==> config.mk <==
export PLATFORM = sky130hd
export DESIGN_NAME = audio_frame_tx
export DESIGN_NICKNAME = d
export VERILOG_FILES = /design/src/rtl/aft_pkg.sv /design/src/rtl/aft_frame_timer.sv /design/src/rtl/aft_tag_builder.sv /design/src/rtl/aft_slot_shadow.sv /design/src/rtl/aft_bit_pick.sv /design/src/rtl/audio_frame_tx.sv
export SDC_FILE = /design/constraint.sdc
export NUM_CORES = 1
export LEC_CHECK = 0
export ABC_AREA = 1
export BUFFER_PORTS_ARGS = -buffer_cell sky130_fd_sc_hd__clkbuf_2
export CORE_MARGIN = 2
export CORE_UTILIZATION = 30
export DETAILED_ROUTE_END_ITERATION = 12
export MAX_ROUTING_LAYER = met4
export SLEW_MARGIN = 20
export SYNTH_ARGS = -nofsm -noshare
export SYNTH_HDL_FRONTEND = slang
export SYNTH_SLANG_ARGS = --single-unit
==> constraint.sdc <==
create_clock -name clk -period 5.9 [get_ports clk]
set_input_delay 1.77 -clock clk [delete_from_list [all_inputs] [get_ports clk]]
set_output_delay 1.77 -clock clk [all_outputs]
set_load 0.02 [all_outputs]
==> src/rtl/aft_pkg.sv <==
`timescale 1ns/1ps
package aft_pkg;
   // defaults for the standard link layout
   parameter int AFT_SLOTS  = 12;
   parameter int AFT_SLOT_W = 20;
   parameter int AFT_TAG_W  = 16;

   function automatic int aft_max(input int a, input int b);
      return (a > b) ? a : b;
   endfunction

   function automatic int aft_clog2p(input int n);
      int r;
      r = 1;
      while ((1 << r) < n) r++;
      return r;
   endfunction
endpackage

==> src/rtl/aft_frame_timer.sv <==
`timescale 1ns/1ps
module aft_frame_timer #(
   parameter int SLOTS  = aft_pkg::AFT_SLOTS,
   parameter int SLOT_W = aft_pkg::AFT_SLOT_W,
   parameter int TAG_W  = aft_pkg::AFT_TAG_W,
   localparam int SIW   = aft_pkg::aft_clog2p(SLOTS + 1),
   localparam int BIW   = aft_pkg::aft_clog2p(aft_pkg::aft_max(TAG_W, SLOT_W))
) (
   input  logic           clk,
   input  logic           rst_n,
   input  logic           pwr_down_i,
   output logic [SIW-1:0] slot_o,
   output logic [BIW-1:0] bit_o,
   output logic           wrap_o,
   output logic           sync_nx_o
);
   localparam logic [SIW-1:0] LAST_SLOT = SIW'(SLOTS);
   localparam logic [BIW-1:0] TAG_TOP   = BIW'(TAG_W - 1);
   localparam logic [BIW-1:0] SLOT_TOP  = BIW'(SLOT_W - 1);

   logic [SIW-1:0] slot_q;
   logic [BIW-1:0] bit_q;
   logic           wrap;

   // idle position is the last bit of the last slot, so the next edge opens a frame
   assign wrap = (slot_q == LAST_SLOT) && (bit_q == '0);

   always_ff @(posedge clk or negedge rst_n) begin
      if (!rst_n) begin
         slot_q <= LAST_SLOT;
         bit_q  <= '0;
      end else if (pwr_down_i) begin
         slot_q <= LAST_SLOT;
         bit_q  <= '0;
      end else if (bit_q == '0) begin
         if (wrap) begin
            slot_q <= '0;
            bit_q  <= TAG_TOP;
         end else begin
            slot_q <= slot_q + 1'b1;
            bit_q  <= SLOT_TOP;
         end
      end else begin
         bit_q <= bit_q - 1'b1;
      end
   end

   assign slot_o    = slot_q;
   assign bit_o     = bit_q;
   assign wrap_o    = wrap;
   // the position entered at the next edge lies in the tag slot
   assign sync_nx_o = wrap || ((slot_q == '0) && (bit_q != '0));
endmodule

==> src/rtl/aft_tag_builder.sv <==
`timescale 1ns/1ps
module aft_tag_builder #(
   parameter int SLOTS = aft_pkg::AFT_SLOTS,
   parameter int TAG_W = aft_pkg::AFT_TAG_W,
   localparam int PAD  = TAG_W - 1 - SLOTS
) (
   input  logic [SLOTS-1:0] vld_i,
   output logic [TAG_W-1:0] tag_o
);
   // top bit: whole-frame valid
   assign tag_o[TAG_W-1] = |vld_i;

   for (genvar s = 1; s <= SLOTS; s++) begin : g_flag
      assign tag_o[TAG_W-1-s] = vld_i[s-1];
   end

   for (genvar p = 0; p < PAD; p++) begin : g_pad
      assign tag_o[p] = 1'b0;
   end
endmodule

==> src/rtl/aft_slot_shadow.sv <==
`timescale 1ns/1ps
module aft_slot_shadow #(
   parameter int SLOTS         = aft_pkg::AFT_SLOTS,
   parameter int SLOT_W        = aft_pkg::AFT_SLOT_W,
   parameter bit STUFF_AT_LOAD = 1'b1
) (
   input  logic                    clk,
   input  logic                    rst_n,
   input  logic                    load_i,
   input  logic                    clear_i,
   input  logic [SLOTS*SLOT_W-1:0] data_i,
   input  logic [SLOTS-1:0]        vld_i,
   output logic [SLOTS*SLOT_W-1:0] data_o,
   output logic [SLOTS-1:0]        vld_o
);
   for (genvar s = 0; s < SLOTS; s++) begin : g_slot
      logic [SLOT_W-1:0] word_q;
      logic              vld_q;
      logic [SLOT_W-1:0] word_in;

      if (STUFF_AT_LOAD) begin : g_mask_in
         assign word_in = data_i[s*SLOT_W +: SLOT_W] & {SLOT_W{vld_i[s]}};
      end else begin : g_raw_in
         assign word_in = data_i[s*SLOT_W +: SLOT_W];
      end

      always_ff @(posedge clk or negedge rst_n) begin
         if (!rst_n) begin
            word_q <= '0;
            vld_q  <= 1'b0;
         end else if (clear_i) begin
            word_q <= '0;
            vld_q  <= 1'b0;
         end else if (load_i) begin
            word_q <= word_in;
            vld_q  <= vld_i[s];
         end
      end

      assign data_o[s*SLOT_W +: SLOT_W] = word_q;
      assign vld_o[s]                   = vld_q;
   end
endmodule

==> src/rtl/aft_bit_pick.sv <==
`timescale 1ns/1ps
module aft_bit_pick #(
   parameter int SLOTS         = aft_pkg::AFT_SLOTS,
   parameter int SLOT_W        = aft_pkg::AFT_SLOT_W,
   parameter int TAG_W         = aft_pkg::AFT_TAG_W,
   parameter bit STUFF_AT_LOAD = 1'b1,
   localparam int SIW          = aft_pkg::aft_clog2p(SLOTS + 1),
   localparam int WW           = aft_pkg::aft_max(TAG_W, SLOT_W),
   localparam int BIW          = aft_pkg::aft_clog2p(WW)
) (
   input  logic [SIW-1:0]          slot_i,
   input  logic [BIW-1:0]          bit_i,
   input  logic [TAG_W-1:0]        tag_i,
   input  logic [SLOTS*SLOT_W-1:0] data_i,
   input  logic [SLOTS-1:0]        vld_i,
   output logic                    bit_o
);
   logic [WW-1:0] words [0:SLOTS];

   always_comb begin
      for (int s = 0; s <= SLOTS; s++) words[s] = '0;
      words[0][TAG_W-1:0] = tag_i;
      for (int s = 1; s <= SLOTS; s++) begin
         if (STUFF_AT_LOAD)
            words[s][SLOT_W-1:0] = data_i[(s-1)*SLOT_W +: SLOT_W];
         else
            words[s][SLOT_W-1:0] = data_i[(s-1)*SLOT_W +: SLOT_W] & {SLOT_W{vld_i[s-1]}};
      end
   end

   assign bit_o = words[slot_i][bit_i];
endmodule

==> src/rtl/audio_frame_tx.sv <==
`timescale 1ns/1ps
module audio_frame_tx #(
   parameter int SLOTS         = aft_pkg::AFT_SLOTS,
   parameter int SLOT_W        = aft_pkg::AFT_SLOT_W,
   parameter int TAG_W         = aft_pkg::AFT_TAG_W,
   parameter bit STUFF_AT_LOAD = 1'b1
) (
   input  logic                    clk,
   input  logic                    rst_n,
   input  logic                    pwr_down_i,
   input  logic [SLOTS*SLOT_W-1:0] slot_data_i,
   input  logic [SLOTS-1:0]        slot_vld_i,
   output logic                    sync_o,
   output logic                    sdata_o
);
   localparam int SIW = aft_pkg::aft_clog2p(SLOTS + 1);
   localparam int WW  = aft_pkg::aft_max(TAG_W, SLOT_W);
   localparam int BIW = aft_pkg::aft_clog2p(WW);

   // elaboration-time parameter checks
   if (SLOTS < 1 || SLOTS > 255) begin : g_bad_slots
      $error("audio_frame_tx: SLOTS out of range");
   end
   if (SLOT_W < 1) begin : g_bad_width
      $error("audio_frame_tx: SLOT_W must be positive");
   end
   if (TAG_W < SLOTS + 1) begin : g_bad_tag
      $error("audio_frame_tx: tag slot too narrow for its flags");
   end

   logic [SIW-1:0]          slot_idx;
   logic [BIW-1:0]          bit_idx;
   logic                    wrap;
   logic                    sync_nx;
   logic [SLOTS*SLOT_W-1:0] sh_data;
   logic [SLOTS-1:0]        sh_vld;
   logic [TAG_W-1:0]        tag;
   logic                    cur_bit;

   aft_frame_timer #(.SLOTS(SLOTS), .SLOT_W(SLOT_W), .TAG_W(TAG_W)) u_timer (
      .clk       (clk),
      .rst_n     (rst_n),
      .pwr_down_i(pwr_down_i),
      .slot_o    (slot_idx),
      .bit_o     (bit_idx),
      .wrap_o    (wrap),
      .sync_nx_o (sync_nx)
   );

   aft_slot_shadow #(.SLOTS(SLOTS), .SLOT_W(SLOT_W), .STUFF_AT_LOAD(STUFF_AT_LOAD)) u_shadow (
      .clk    (clk),
      .rst_n  (rst_n),
      .load_i (wrap && !pwr_down_i),
      .clear_i(pwr_down_i),
      .data_i (slot_data_i),
      .vld_i  (slot_vld_i),
      .data_o (sh_data),
      .vld_o  (sh_vld)
   );

   aft_tag_builder #(.SLOTS(SLOTS), .TAG_W(TAG_W)) u_tag (
      .vld_i(sh_vld),
      .tag_o(tag)
   );

   aft_bit_pick #(.SLOTS(SLOTS), .SLOT_W(SLOT_W), .TAG_W(TAG_W),
                  .STUFF_AT_LOAD(STUFF_AT_LOAD)) u_pick (
      .slot_i(slot_idx),
      .bit_i (bit_idx),
      .tag_i (tag),
      .data_i(sh_data),
      .vld_i (sh_vld),
      .bit_o (cur_bit)
   );

   // data lags the marker by one period: the bit of the current position goes out now
   always_ff @(posedge clk or negedge rst_n) begin
      if (!rst_n) begin
         sync_o  <= 1'b0;
         sdata_o <= 1'b0;
      end else if (pwr_down_i) begin
         sync_o  <= 1'b0;
         sdata_o <= 1'b0;
      end else begin
         sync_o  <= sync_nx;
         sdata_o <= cur_bit;
      end
   end
endmodule

==> results.toml <==
[run_status]
status = "complete, no violations"

[route]
vias = 11420
vias_per_cell = 4.76
drc_errors = 0
wl_um = 44500
drt-pass1-iter-count = 5
final_antenna_net_count = 0
post_drt_wl_per_cell_um = 18.5
drtIter0Drc = 890

[worst_setup_path]
r2r_cells = 6
critPathKind = "register to register"
endpoint_kind = "register"
r2r_slack_ns = 2.09
cp.arrival_ns = 4.24
crit_end = "u_shadow.g_slot[9].word_q[11]"
crit_chain = "nand2_1 > nor2_1 > inv_1 > nor2_1 > nand3_1 > o22ai_1"
startpoint = "u_timer.slot_o[2]"
crit_slowest_cell = "dfstp_2"
crit_path_frequent_cell = "nor2_1"
r2r_end = "u_shadow.g_slot[9].word_q[11]"
cp.required_ns = 6.33
slowest_delay_ns = 1.13
cp_max_fo = 45
start_kind = "register"
r2r_start = "u_timer.slot_o[2]"

[timing]
period_share_pct = 64.5
slew_headroom_pct = 27.3
layout_min_cycle_time_ns = 3.81
setup_ws_ns = 2.09
hold_viol = 0
worst_pin_slew_ns = 1.09
setup_viol = 0
setup_tns_ns = 0
finalMaxSlewViolations = 0
max_freq_ghz = 0.263
rsz0062_at_grt = "false"
finalClockSkew_ns = 0.0206

[cells_and_area]
multi_input_area_um2 = 3930
finalNetCount = 2086
seqCellArea_um2 = 6590
areaGrowthSynthToFinish_pct = 19.9
drive_gt1_share_pct = 17.6
fin_area_um2 = 15500
fillers = 4530

[synthesis]
seq_area_frac_synth_pct = 50.9
syn_nets = 1884
synth_area_um2 = 12900
async_flop_share_pct = 100
netlist-cell-type-count = 31
synth_most_common_cell = "inv_1"
synth.area.top_cells = "dfrtp_1, inv_1, o22ai_1"
synth_edf_count = 0
ys.warnings.count = 0
synth_common_cells = "inv_1, dfrtp_1, o22ai_1, nand2_1, nand3_1"
syn_area_per_cell_um2 = 7.95
synth-seq-cells = 263
yosys.area.top_type = "dfrtp_1"
synth_top_area_share_pct = 50.5
syn-instance-count = 1626
synth_ff_type = "dfrtp_1"

[clock_network]
clk_path_buf_depth = 3
cts_tree = "built"
cts_sinks = 263
cts_resized = 0
htreeDepth = 1
cts_hold_buf = 0
path_clk_slew_ns = 0.06
postCtsSetupRepairBufs = 0
clock_latency_ns = 0.57
numCtsBuffers = 29
cts-root-buf = "clkbuf_16"

[power]
powerDensity_nw_per_um2 = 437
vdd_drop_max_v = 0.000312
p_leak_nw = 7.94
power_mw = 6.78

[floorplanning]
core-area_um2 = 42800
io_pins = 257
die_w_um = 212
initial_core_util_pct = 30.2
die-area_um2 = 44800
fp.dieH_um = 212
row_count = 76

[place]
place_ws_ns = 1.90
placed_area_um2 = 14500
finalWeightedCongestion = 0.895
dp_hpwl_um = 31600
portBuffers = 256

[grt]
grt_use_total_pct = 20.4
grt_pass1_vias = 11401
antenna_found_initial = 3
gr-total-overflow = 0
grt_first_pass_wirelength_um = 67000
grt_max_degree = 139

[min_path]
hold_path_class = "register to register"

[flow_run]
maxCapViolCount = 0
## placed cells by master, fill, tap and decap left out, types with 3 or more instances in the layout
master	synthesis	routed
dfrtp_1	261	260
clkbuf_1	23	5
nand2_1	214	214
clkbuf_16	0	29
o22ai_1	240	240
o221ai_1	4	4
inv_2	3	3
buf_4	21	8
diode_2	0	4
inv_1	503	503
nand3_1	122	122
nor2_1	23	23
bufinv_16	0	3
clkbuf_2	0	255
ha_1	3	3
o21ai_1	7	7
a31oi_1	13	13
o21ai_0	44	44
o211ai_1	8	8
a21oi_1	70	70
clkinv_2	0	8
clkbuf_8	0	6
## registers in the layout, indices dropped and copies added (netlist names)
signal	cells
u_shadow.g_slot.vld_q	12
u_timer.slot_o	4
sdata_o	1
u_timer.bit_o	5
u_shadow.g_slot.word_q	240
sync_o	1
## how the worst min path moves through the flow
stage	startpoint	endpoint	slack (ns)	cells after the start
4_1_cts	u_shadow.g_slot[9].word_q[3]	u_shadow.g_slot[9].word_q[3]	0.54	2
3_3_place_gp	u_shadow.g_slot[9].word_q[1]	u_shadow.g_slot[9].word_q[1]	0.52	2
6_report	u_shadow.g_slot[10].word_q[6]	u_shadow.g_slot[10].word_q[6]	0.54	2
5_1_grt	u_shadow.g_slot[4].word_q[0]	u_shadow.g_slot[4].word_q[0]	0.55	2
2_1_floorplan	u_shadow.g_slot[0].vld_q	u_shadow.g_slot[0].vld_q	0.50	2
3_5_place_dp	u_shadow.g_slot[5].word_q[2]	u_shadow.g_slot[5].word_q[2]	0.53	2
## power by group
part,internal (mW),switching (mW),total (mW)
Sequential,2.12,0.209,2.33
Combinational,0.718,1.87,2.58
Clock,1.11,0.759,1.87
## per-stage QoR
| step | hold WS (ns) | instances | util [%] |
|---|---|---|---|
| detailed placement | 0.530 | 2343 | 33.9 |
| CTS | 0.539 | 2397 | 36.2 |
| global placement | 0.523 | 2343 | 33.9 |
| finish | 0.539 | 2401 | 36.2 |
| floorplan | 0.505 | 1626 | - |
| global route | 0.554 | 2400 | 36.2 |
## worst max-delay path, delay by kind of cell, from the launching register on
family	cells	cell delay (ns)
flops	1	1.13
simple gates	4	1.98
buf+inv	1	0.11
compound gates	1	0.43
## final cells by class
| class | count | area share (%) |
|---|---|---|
| well taps | 546 | 4.41 |
| clock inverters | 14 | 0.993 |
| clock buffers | 40 | 5.34 |
| repair buffers | 267 | 9.05 |
| flip-flops and latches | 263 | 42.5 |
| diodes | 4 | 0.0646 |
| inverters | 508 | 12.3 |
| multi-input cells | 759 | 25.4 |
## routing by layer
| layer | wire length (um) | vias up | track usage (%) |
|---|---|---|---|
| met3 | 2730 | 79 | 2.88 |
| li1 | - | 5533 | - |
| met5 | 0 | - | - |
| met1 | 19600 | 5439 | 26.8 |
| met4 | 1800 | 0 | 8.14 |
| met2 | 20400 | 369 | 31.9 |
## cell families (layout without fill, tap and decap cells)
group / Yosys count / after routing / share of synthesized area [%]
adder cells (fa/ha/maj): 3 / 3 / 0.291
XOR/XNOR: 3 / 3 / 0.203
flip-flops: 263 / 263 / 50.9
buffers and inverters: 604 / 829 / 18.7
other: 0 / 4 / 0
AND/OR/NAND/NOR: 363 / 363 / 11.9
AO/OA/AOI/OAI: 390 / 390 / 17.9
Note: power is estimated with default switching activity, not from simulation.
